**src/rtl/irqc_pkg.sv**
```systemverilog
package irqc_pkg;
  localparam int NUM_EXT  = 2;
  localparam int NUM_TMR  = NUM_EXT;
  localparam int NUM_FLAG = NUM_EXT + NUM_TMR;
  localparam int NUM_SRC  = NUM_FLAG + 1;
  localparam int SER_IDX  = NUM_FLAG;
  localparam int IDX_W    = $clog2(NUM_SRC);

  typedef struct packed {
    logic             accept;
    logic [IDX_W-1:0] winIdx;
    logic             winHigh;
    logic             pop;
  } irqc_strobe_t;
endpackage

```
**src/rtl/irqc_datapath.sv**
```systemverilog
module irqc_datapath
  import irqc_pkg::*;
#(
  parameter int ADDR_W     = 16,
  parameter int VEC_BASE   = 3,
  parameter int VEC_STRIDE = 8
) (
  input  logic                clk,
  input  logic                rstN,
  input  logic [NUM_EXT-1:0]  extPin,
  input  logic [NUM_EXT-1:0]  extEdge,
  input  logic [NUM_TMR-1:0]  tmrOvf,
  input  logic                serTxDone,
  input  logic                serRxDone,
  input  irqc_strobe_t        strb,
  output logic [NUM_SRC-1:0]  reqVec,
  output logic [1:0]          depth,
  output logic                topHigh,
  output logic                takeVld,
  output logic [ADDR_W-1:0]   vecAddr,
  output logic                idleClear,
  output logic [NUM_FLAG-1:0] pendFlags
);
  logic [NUM_FLAG-1:0] flagQ, flagNext, clrVec;
  logic [NUM_EXT-1:0]  pinPrev;
  logic [1:0]          lvlQ;
  logic [1:0]          depthQ;

  genvar gi;
  generate
    for (gi = 0; gi < NUM_FLAG; gi++) begin : g_clr
      assign clrVec[gi] = strb.accept && (strb.winIdx == IDX_W'(gi));
    end
    for (gi = 0; gi < NUM_EXT; gi++) begin : g_ext
      logic fallSeen;
      assign fallSeen = pinPrev[gi] && !extPin[gi];
      // edge mode: new edge wins over the accept clear; level mode follows pin
      assign flagNext[2*gi] = extEdge[gi]
          ? (fallSeen || (flagQ[2*gi] && !clrVec[2*gi]))
          : (!extPin[gi] && !clrVec[2*gi]);
    end
    for (gi = 0; gi < NUM_TMR; gi++) begin : g_tmr
      assign flagNext[2*gi+1] = tmrOvf[gi] || (flagQ[2*gi+1] && !clrVec[2*gi+1]);
    end
  endgenerate

  always_ff @(posedge clk) begin
    if (!rstN) begin
      flagQ   <= '0;
      pinPrev <= '1;
    end else begin
      flagQ   <= flagNext;
      pinPrev <= extPin;
    end
  end

  // two-entry level stack
  always_ff @(posedge clk) begin
    if (!rstN) begin
      lvlQ   <= '0;
      depthQ <= '0;
    end else if (strb.accept) begin
      lvlQ[depthQ[0]] <= strb.winHigh;
      depthQ          <= depthQ + 2'd1;
    end else if (strb.pop && depthQ != 2'd0) begin
      depthQ <= depthQ - 2'd1;
    end
  end

  always_ff @(posedge clk) begin
    if (!rstN) begin
      takeVld   <= 1'b0;
      idleClear <= 1'b0;
      vecAddr   <= '0;
    end else begin
      takeVld   <= strb.accept;
      idleClear <= strb.accept;
      if (strb.accept)
        vecAddr <= ADDR_W'(VEC_BASE) + ADDR_W'(strb.winIdx) * ADDR_W'(VEC_STRIDE);
    end
  end

  assign reqVec    = {serTxDone || serRxDone, flagQ};
  assign depth     = depthQ;
  assign topHigh   = (depthQ == 2'd2) ? lvlQ[1] : lvlQ[0];
  assign pendFlags = flagQ;
endmodule

```
**src/rtl/irqc_control.sv**
```systemverilog
module irqc_control
  import irqc_pkg::*;
(
  input  logic               clk,
  input  logic               rstN,
  input  logic [NUM_SRC-1:0] reqVec,
  input  logic [NUM_SRC-1:0] srcEnable,
  input  logic [NUM_SRC-1:0] srcHigh,
  input  logic               globalEn,
  input  logic               instBoundary,
  input  logic               retiPulse,
  input  logic               takeAck,
  input  logic [1:0]         depth,
  input  logic               topHigh,
  output irqc_strobe_t       strb
);
  logic               waitQ;
  logic [NUM_SRC-1:0] eligible, hiSet, loSet;
  logic               allowHi, allowLo, takeHi, takeLo;

  function automatic logic [IDX_W-1:0] firstSet(input logic [NUM_SRC-1:0] v);
    logic [IDX_W-1:0] r;
    r = '0;
    for (int i = NUM_SRC - 1; i >= 0; i--)
      if (v[i]) r = IDX_W'(i);
    return r;
  endfunction

  assign eligible = reqVec & srcEnable & {NUM_SRC{globalEn}};
  assign hiSet    = eligible & srcHigh;
  assign loSet    = eligible & ~srcHigh;
  assign allowHi  = (depth == 2'd0) || (depth == 2'd1 && !topHigh);
  assign allowLo  = (depth == 2'd0);
  assign takeHi   = |hiSet && allowHi;
  assign takeLo   = |loSet && allowLo;

  always_comb begin
    strb         = '0;
    strb.pop     = retiPulse;
    strb.accept  = instBoundary && !waitQ && !retiPulse && (takeHi || takeLo);
    strb.winHigh = takeHi;
    strb.winIdx  = takeHi ? firstSet(hiSet) : firstSet(loSet);
  end

  always_ff @(posedge clk) begin
    if (!rstN)            waitQ <= 1'b0;
    else if (strb.accept) waitQ <= 1'b1;
    else if (takeAck)     waitQ <= 1'b0;
  end
endmodule

```
**src/rtl/irq_vector_ctrl.sv**
```systemverilog
module irq_vector_ctrl
  import irqc_pkg::*;
#(
  parameter int ADDR_W     = 16,
  parameter int VEC_BASE   = 3,
  parameter int VEC_STRIDE = 8
) (
  input  logic                clk,
  input  logic                rstN,
  input  logic [NUM_EXT-1:0]  extPin,
  input  logic [NUM_EXT-1:0]  extEdge,
  input  logic [NUM_TMR-1:0]  tmrOvf,
  input  logic                serTxDone,
  input  logic                serRxDone,
  input  logic [NUM_SRC-1:0]  srcEnable,
  input  logic [NUM_SRC-1:0]  srcHigh,
  input  logic                globalEn,
  input  logic                instBoundary,
  input  logic                retiPulse,
  input  logic                takeAck,
  output logic                takeVld,
  output logic [ADDR_W-1:0]   vecAddr,
  output logic                idleClear,
  output logic [1:0]          nestDepth,
  output logic [NUM_FLAG-1:0] pendFlags
);
  irqc_strobe_t       strb;
  logic [NUM_SRC-1:0] reqVec;
  logic               topHigh;

  irqc_control u_ctrl (
    .clk(clk), .rstN(rstN), .reqVec(reqVec), .srcEnable(srcEnable),
    .srcHigh(srcHigh), .globalEn(globalEn), .instBoundary(instBoundary),
    .retiPulse(retiPulse), .takeAck(takeAck), .depth(nestDepth),
    .topHigh(topHigh), .strb(strb)
  );

  irqc_datapath #(.ADDR_W(ADDR_W), .VEC_BASE(VEC_BASE), .VEC_STRIDE(VEC_STRIDE)) u_dp (
    .clk(clk), .rstN(rstN), .extPin(extPin), .extEdge(extEdge), .tmrOvf(tmrOvf),
    .serTxDone(serTxDone), .serRxDone(serRxDone), .strb(strb), .reqVec(reqVec),
    .depth(nestDepth), .topHigh(topHigh), .takeVld(takeVld), .vecAddr(vecAddr),
    .idleClear(idleClear), .pendFlags(pendFlags)
  );
endmodule

```
**config.mk**
```make
export PLATFORM = sky130hd
export DESIGN_NAME = irq_vector_ctrl
export DESIGN_NICKNAME = d
export VERILOG_FILES = /design/src/rtl/irqc_pkg.sv /design/src/rtl/irqc_datapath.sv /design/src/rtl/irqc_control.sv /design/src/rtl/irq_vector_ctrl.sv
export SDC_FILE = /design/constraint.sdc
export NUM_CORES = 1
export LEC_CHECK = 0
export BUFFER_PORTS_ARGS = -buffer_cell sky130_fd_sc_hd__buf_2
export CELL_PAD_IN_SITES_DETAIL_PLACEMENT = 1
export CELL_PAD_IN_SITES_GLOBAL_PLACEMENT = 1
export CORE_UTILIZATION = 25
export CTS_BUF_LIST = sky130_fd_sc_hd__clkbuf_4
export DETAILED_ROUTE_END_ITERATION = 6
export PLACE_DENSITY_LB_ADDON = 0.2
export SLEW_MARGIN = 15
export SYNTH_ARGS = -nofsm -noshare
export SYNTH_HDL_FRONTEND = slang
export SYNTH_HIERARCHICAL = 1
export SYNTH_SLANG_ARGS = --single-unit
```
**constraint.sdc**
```tcl
create_clock -name clk -period 3.1 [get_ports clk]
set_input_delay 0.155 -clock clk [delete_from_list [all_inputs] [get_ports clk]]
set_output_delay 0.155 -clock clk [all_outputs]
set_load 0.01 [all_outputs]
```
Word level (Yosys, flattened, before mapping)
Cells that the tools add are included.
{ "op_classes": {"n_lt_le_gt_ge": 2, "reduce_logical": 43, "n_addsub": 3, "multipliers": 0, "n_eq_ne": 5, "div_mod_pow": 0, "muxes": 21, "shift": 0, "n_bitwise": 5} }
{ "op_table": {"columns": ["op", "n"], "rows": [
  ["$mux W3", 11],
  ["$and A5 B5 Y5", 4],
  ["$logic_and A1 B1 Y1", 20],
  ["$reduce_or A5 Y1", 2],
  ["$logic_not A1 Y1", 9],
  ["$add A2 B6 Y7 const A", 1],
  ["$logic_or A1 B1 Y1", 7],
  ["$eq A3 B2 Y1 const B", 2],
  ["$mux W1", 6],
  ["$reduce_bool A2 Y1", 3],
  ["$not A5 Y5", 1],
  ["$mux W2", 2],
  ["$eq A3 B1 Y1 const B", 1],
  ["$logic_not A3 Y1", 1],
  ["$add A2 B1 Y2 const B", 1],
  ["$bwmux W2", 1],
  ["$eq A2 B1 Y1 const B", 1],
  ["$eq A2 B2 Y1 const B", 1],
  ["$logic_not A2 Y1", 1],
  ["$lt A1 B2 Y1 const B", 1],
  ["$sub A2 B1 Y2 const B", 1],
  ["$demux W1 S1", 1],
  ["$ge A1 B1 Y1 const B", 1]
]} }
{ "word_totals": {"output_inout_bits": 24, "word_cells": 86, "latch_bits": 0, "n_memories": 0, "rom_bits": 0, "input_bits": 24, "mem_bits_rw": 0, "regBits": 28} }

Depth between registers and ports, before layout
{ "depth": {"word_depth": 16, "ltp_mapped": 11} }

Modules after synthesis
Netlist, hierarchy kept.
{ "by_module_without_submodules": {"columns": ["mod", "cells_each", "area_per_inst_um2", "n_inst"], "rows": [
  ["irqc_datapath", 82, 754.5, 1],
  ["irqc_control", 43, 295.3, 1]
]} }

Least setup slack after synthesis
OpenSTA, ideal clock, no wires.
{ "synth_path": {"path_kind": "register to register", "startpoint": "register u_dp.depthQ[0] (netlist: u_dp/depth[0])", "endpoint": "register u_dp.flagQ[0] (netlist: u_dp/pendFlags[0])", "setup_time_ps": 122, "path_stages_with_launch": 11, "synth_period_minus_slack_ps": 2342, "t_required_ps": 2978, "arrival_time_ps": 2221, "setup_slack_ps": 758, "path_cell_list": "dfxtp_1 -> nand2b_1 -> mux2_2 -> a21oi_1 -> nor2b_1 -> o21ai_0 -> nand2_1 -> buf_4 -> or4b_4 -> a21oi_2 -> a31oi_1"} }
{ "synth_rtl": {"columns": ["element", "line_no", "text"], "rows": [
  ["start: declaration", "irqc_datapath.sv:27", "logic [1:0] depthQ;"],
  ["start signal: assignment", "irqc_datapath.sv:64", "depthQ <= depthQ + 2'd1;"],
  ["start signal: assignment", "irqc_datapath.sv:66", "depthQ <= depthQ - 2'd1;"],
  ["end signal: assignment", "irqc_datapath.sv:52", "flagQ <= flagNext;"],
  ["end: declaration", "irqc_datapath.sv:24", "logic [NUM_FLAG-1:0] flagQ, flagNext, clrVec;"]
]} }

==> flow_summary_export.csv <==
group,metric,value,unit
critical_path,path_cells,"nand2b_1 -> mux2_2 -> a21oi_1 -> nor2b_1 -> o21ai_0 -> nand2_1 -> or4b_4 -> a21oi_2 -> a31oi_1",
die,initial_core_util,0.261,
power_and_ir_drop,powerDensity,360,mW/mm2
cts,cts_setup_buffers,0,
yosys,yosysWarnings,6,
global_route,overflow,0,
critical_path,slowest_stage,"or4b_4",
finish,final_cell_mix,"buf_2, dfxtp_1, conb_1",
global_route,grt_pass1_wl,3910,um
power_and_ir_drop,ir_drop,0.0756,mV
yosys,synth_cells,125,
timing,skew,4.91,ps
placement,dp_hpwl,2100,um
timing,rsz0062_at_grt,"false",
route,via_count,954,
cts,holdBufCountCts,0,
yosys,synth_cell_types,40,
yosys,synth_area,0.00105,mm2
die,rows,23,
route,drtIter0Drc,22,
cts,numCtsBuffers,3,
route,drt-met1-wl,1150,um
finish,drive_above_1_share,0.316,
cts,cts_root_buf,"clkbuf_4",
global_route,grt_pass1_vias,902,
die,ios,48,
critical_path,arrival,2770,ps
finish,finalInstanceArea,0.00119,mm2
critical_path,cp_max_fo,12,
route,drc,0,
run_status,status,"finished, final reports clean",
cts,clk_pin_slew,90,ps
critical_path,worst-setup-path-type,"register to register",
finish,nets,178,
cts,clock_path_buffers,2,
power_and_ir_drop,p_leak,0.525,nW
cts,cts_tree,"yes",
yosys,ys_top_cells_by_area,"dfxtp_1, buf_4, nand2b_1",
route,drt-wirelength-per-cell,12.6,um
route,met2WireLength,1250,um
placement,port_buffers,36,
placement,post_dp_cell_area,0.00117,mm2
hold_path,hp-class,"input pin to register",
route,routed_wl,2560,um
route,ant_nets,0,
yosys,synth_seq_area_share,0.305,
route,wl_met3,111,um
timing,worst_pin_slew,616,ps
finish,antennaDiodeCount,0,
cts,htree_levels,1,
timing,fmax,0.386,GHz
timing,slew_violations,0,
timing,hold_violations,0,
die,core_area,0.00403,mm2
timing,fin_crit_sh,0.836,
global_route,antenna_found_initial,0,
cts,cts.sinks,16,
yosys,synth_top_area_frac,0.305,
global_route,track_usage,0.117,
flow_run,cap_violations,0,
placement,place.gp.congestion,0.715,
timing,setup_tns,0,ps
route,top_layer_used,"met4",
critical_path,cpPeakStageDelay,510,ps
finish,layout_commonest_cell,"buf_2",
cts,insertion_delay,290,ps
die,die_x,66.8,um
die,die_h,66.8,um
critical_path,crit_path_start_kind,"register",
finish,area_growth,13.3,%
route,vias_per_cell,4.72,
timing,timing.final.crit_period,2590,ps
yosys,synth.avg_cell_area,8.40,um2
yosys,yosys.area.top_type,"dfxtp_1",
cts,post_cts_resized,0,
critical_path,crit_required,3280,ps
critical_path,end_kind,"register",
yosys,synth_seq_cells,16,
timing,final-setup-viol-count,0,
global_route,grt_max_degree,18,
die,die-area,0.00446,mm2
route,drt_pass1_iterations,4,
timing,maxSlewHeadroom,0.588,
[Yosys cell counts]
cell type / n
buf_4: 20
dfxtp_1: 16
nand2_1: 7
nand2b_1: 7
nand3_1: 7
nor2b_1: 7
a21oi_1: 5
o21ai_0: 5
inv_1: 4
mux2i_1: 4
nand4_1: 4
o21a_1: 3
a21boi_0: 2
a31oi_1: 2
nand4b_1: 2
nor2_1: 2
nor3b_1: 2
o21ai_1: 2
o31ai_1: 2
o32ai_1: 2
a21oi_2: 1
a311oi_1: 1
and2_1: 1
and3_1: 1
and4_2: 1
and4b_2: 1
buf_2: 1
buf_6: 1
clkbuf_1: 1
conb_1: 1
mux2_2: 1
nand3_2: 1
nand4bb_1: 1
nor3_1: 1
o22ai_1: 1
o22ai_2: 1
or2_2: 1
or3b_1: 1
or4_1: 1
or4b_4: 1
[cell type report]
class	instances	area [um2]
tap	50	62.6
inverter	4	15.0
sequential	16	320
multi-input combinational	92	582
timing repair buffer	37	188
fill	516	2840
clock buffer	3	22.5
[cell families after synthesis]
group | Yosys count | share of synthesized area
AND/OR/NAND/NOR | 49 | 0.296
buffers and inverters | 27 | 0.176
AO/OA/AOI/OAI | 27 | 0.170
flip-flops | 16 | 0.305
multiplexers | 5 | 0.0489
other | 1 | 0.00357
[sequential cells by signal (all words and copies together) (netlist names)]
register        flops
u_ctrl/waitQ        1
u_dp/depth          2
u_dp/idleClear      1
u_dp/lvlQ           2
u_dp/pendFlags      4
u_dp/pinPrev        2
u_dp/vecAddr        4
[where the power goes]
part,internal [W],switching (W),leakage (nW)
sequential,0.000216,0.00000945,0.131
combinational,0.0000415,0.0000526,0.380
clock,0.0000451,0.0000638,0.0138
[final timing paths]
path,startpoint,end,slack [ps],cells past startpoint
setup / recovery,u_dp/depth[0],u_dp/pendFlags[0],510,9
hold / removal,extPin[0],u_dp/pinPrev[0],80,3
setup reg to reg,u_dp/depth[0],u_dp/pendFlags[0],510,9
hold reg to reg,u_dp/pinPrev[1],u_dp/pendFlags[2],450,2
[layer usage]
metal / vias up / GRT usage
li1: 473 / -
met1: 446 / 0.133
met2: 31 / 0.208
met3: 4 / 0.0120
met4: 0 / 0.0638
met5: - / 0
[critical path, delay by kind of cell, from the launching register on]
family,cells,cell delay (ps)
AO/OA/AOI/OAI,4,540
flip-flops,1,500
multiplexers,1,330
AND/OR/NAND/NOR,4,1100
[metrics by stage]
step	setup slack [ps]	power, W	hold WS [ps]	util	instances
after detailed placement	558	0.000325	375	0.290	199
final	508	0.000428	77.7	0.295	202
after floorplan	758	0.000308	244	-	135
after CTS	521	0.000438	67.1	0.295	202
after global placement	648	0.000322	372	0.290	199
after global routing	347	0.000456	65.6	0.295	202
No activity file was read; power rests on OpenSTA's default activity.
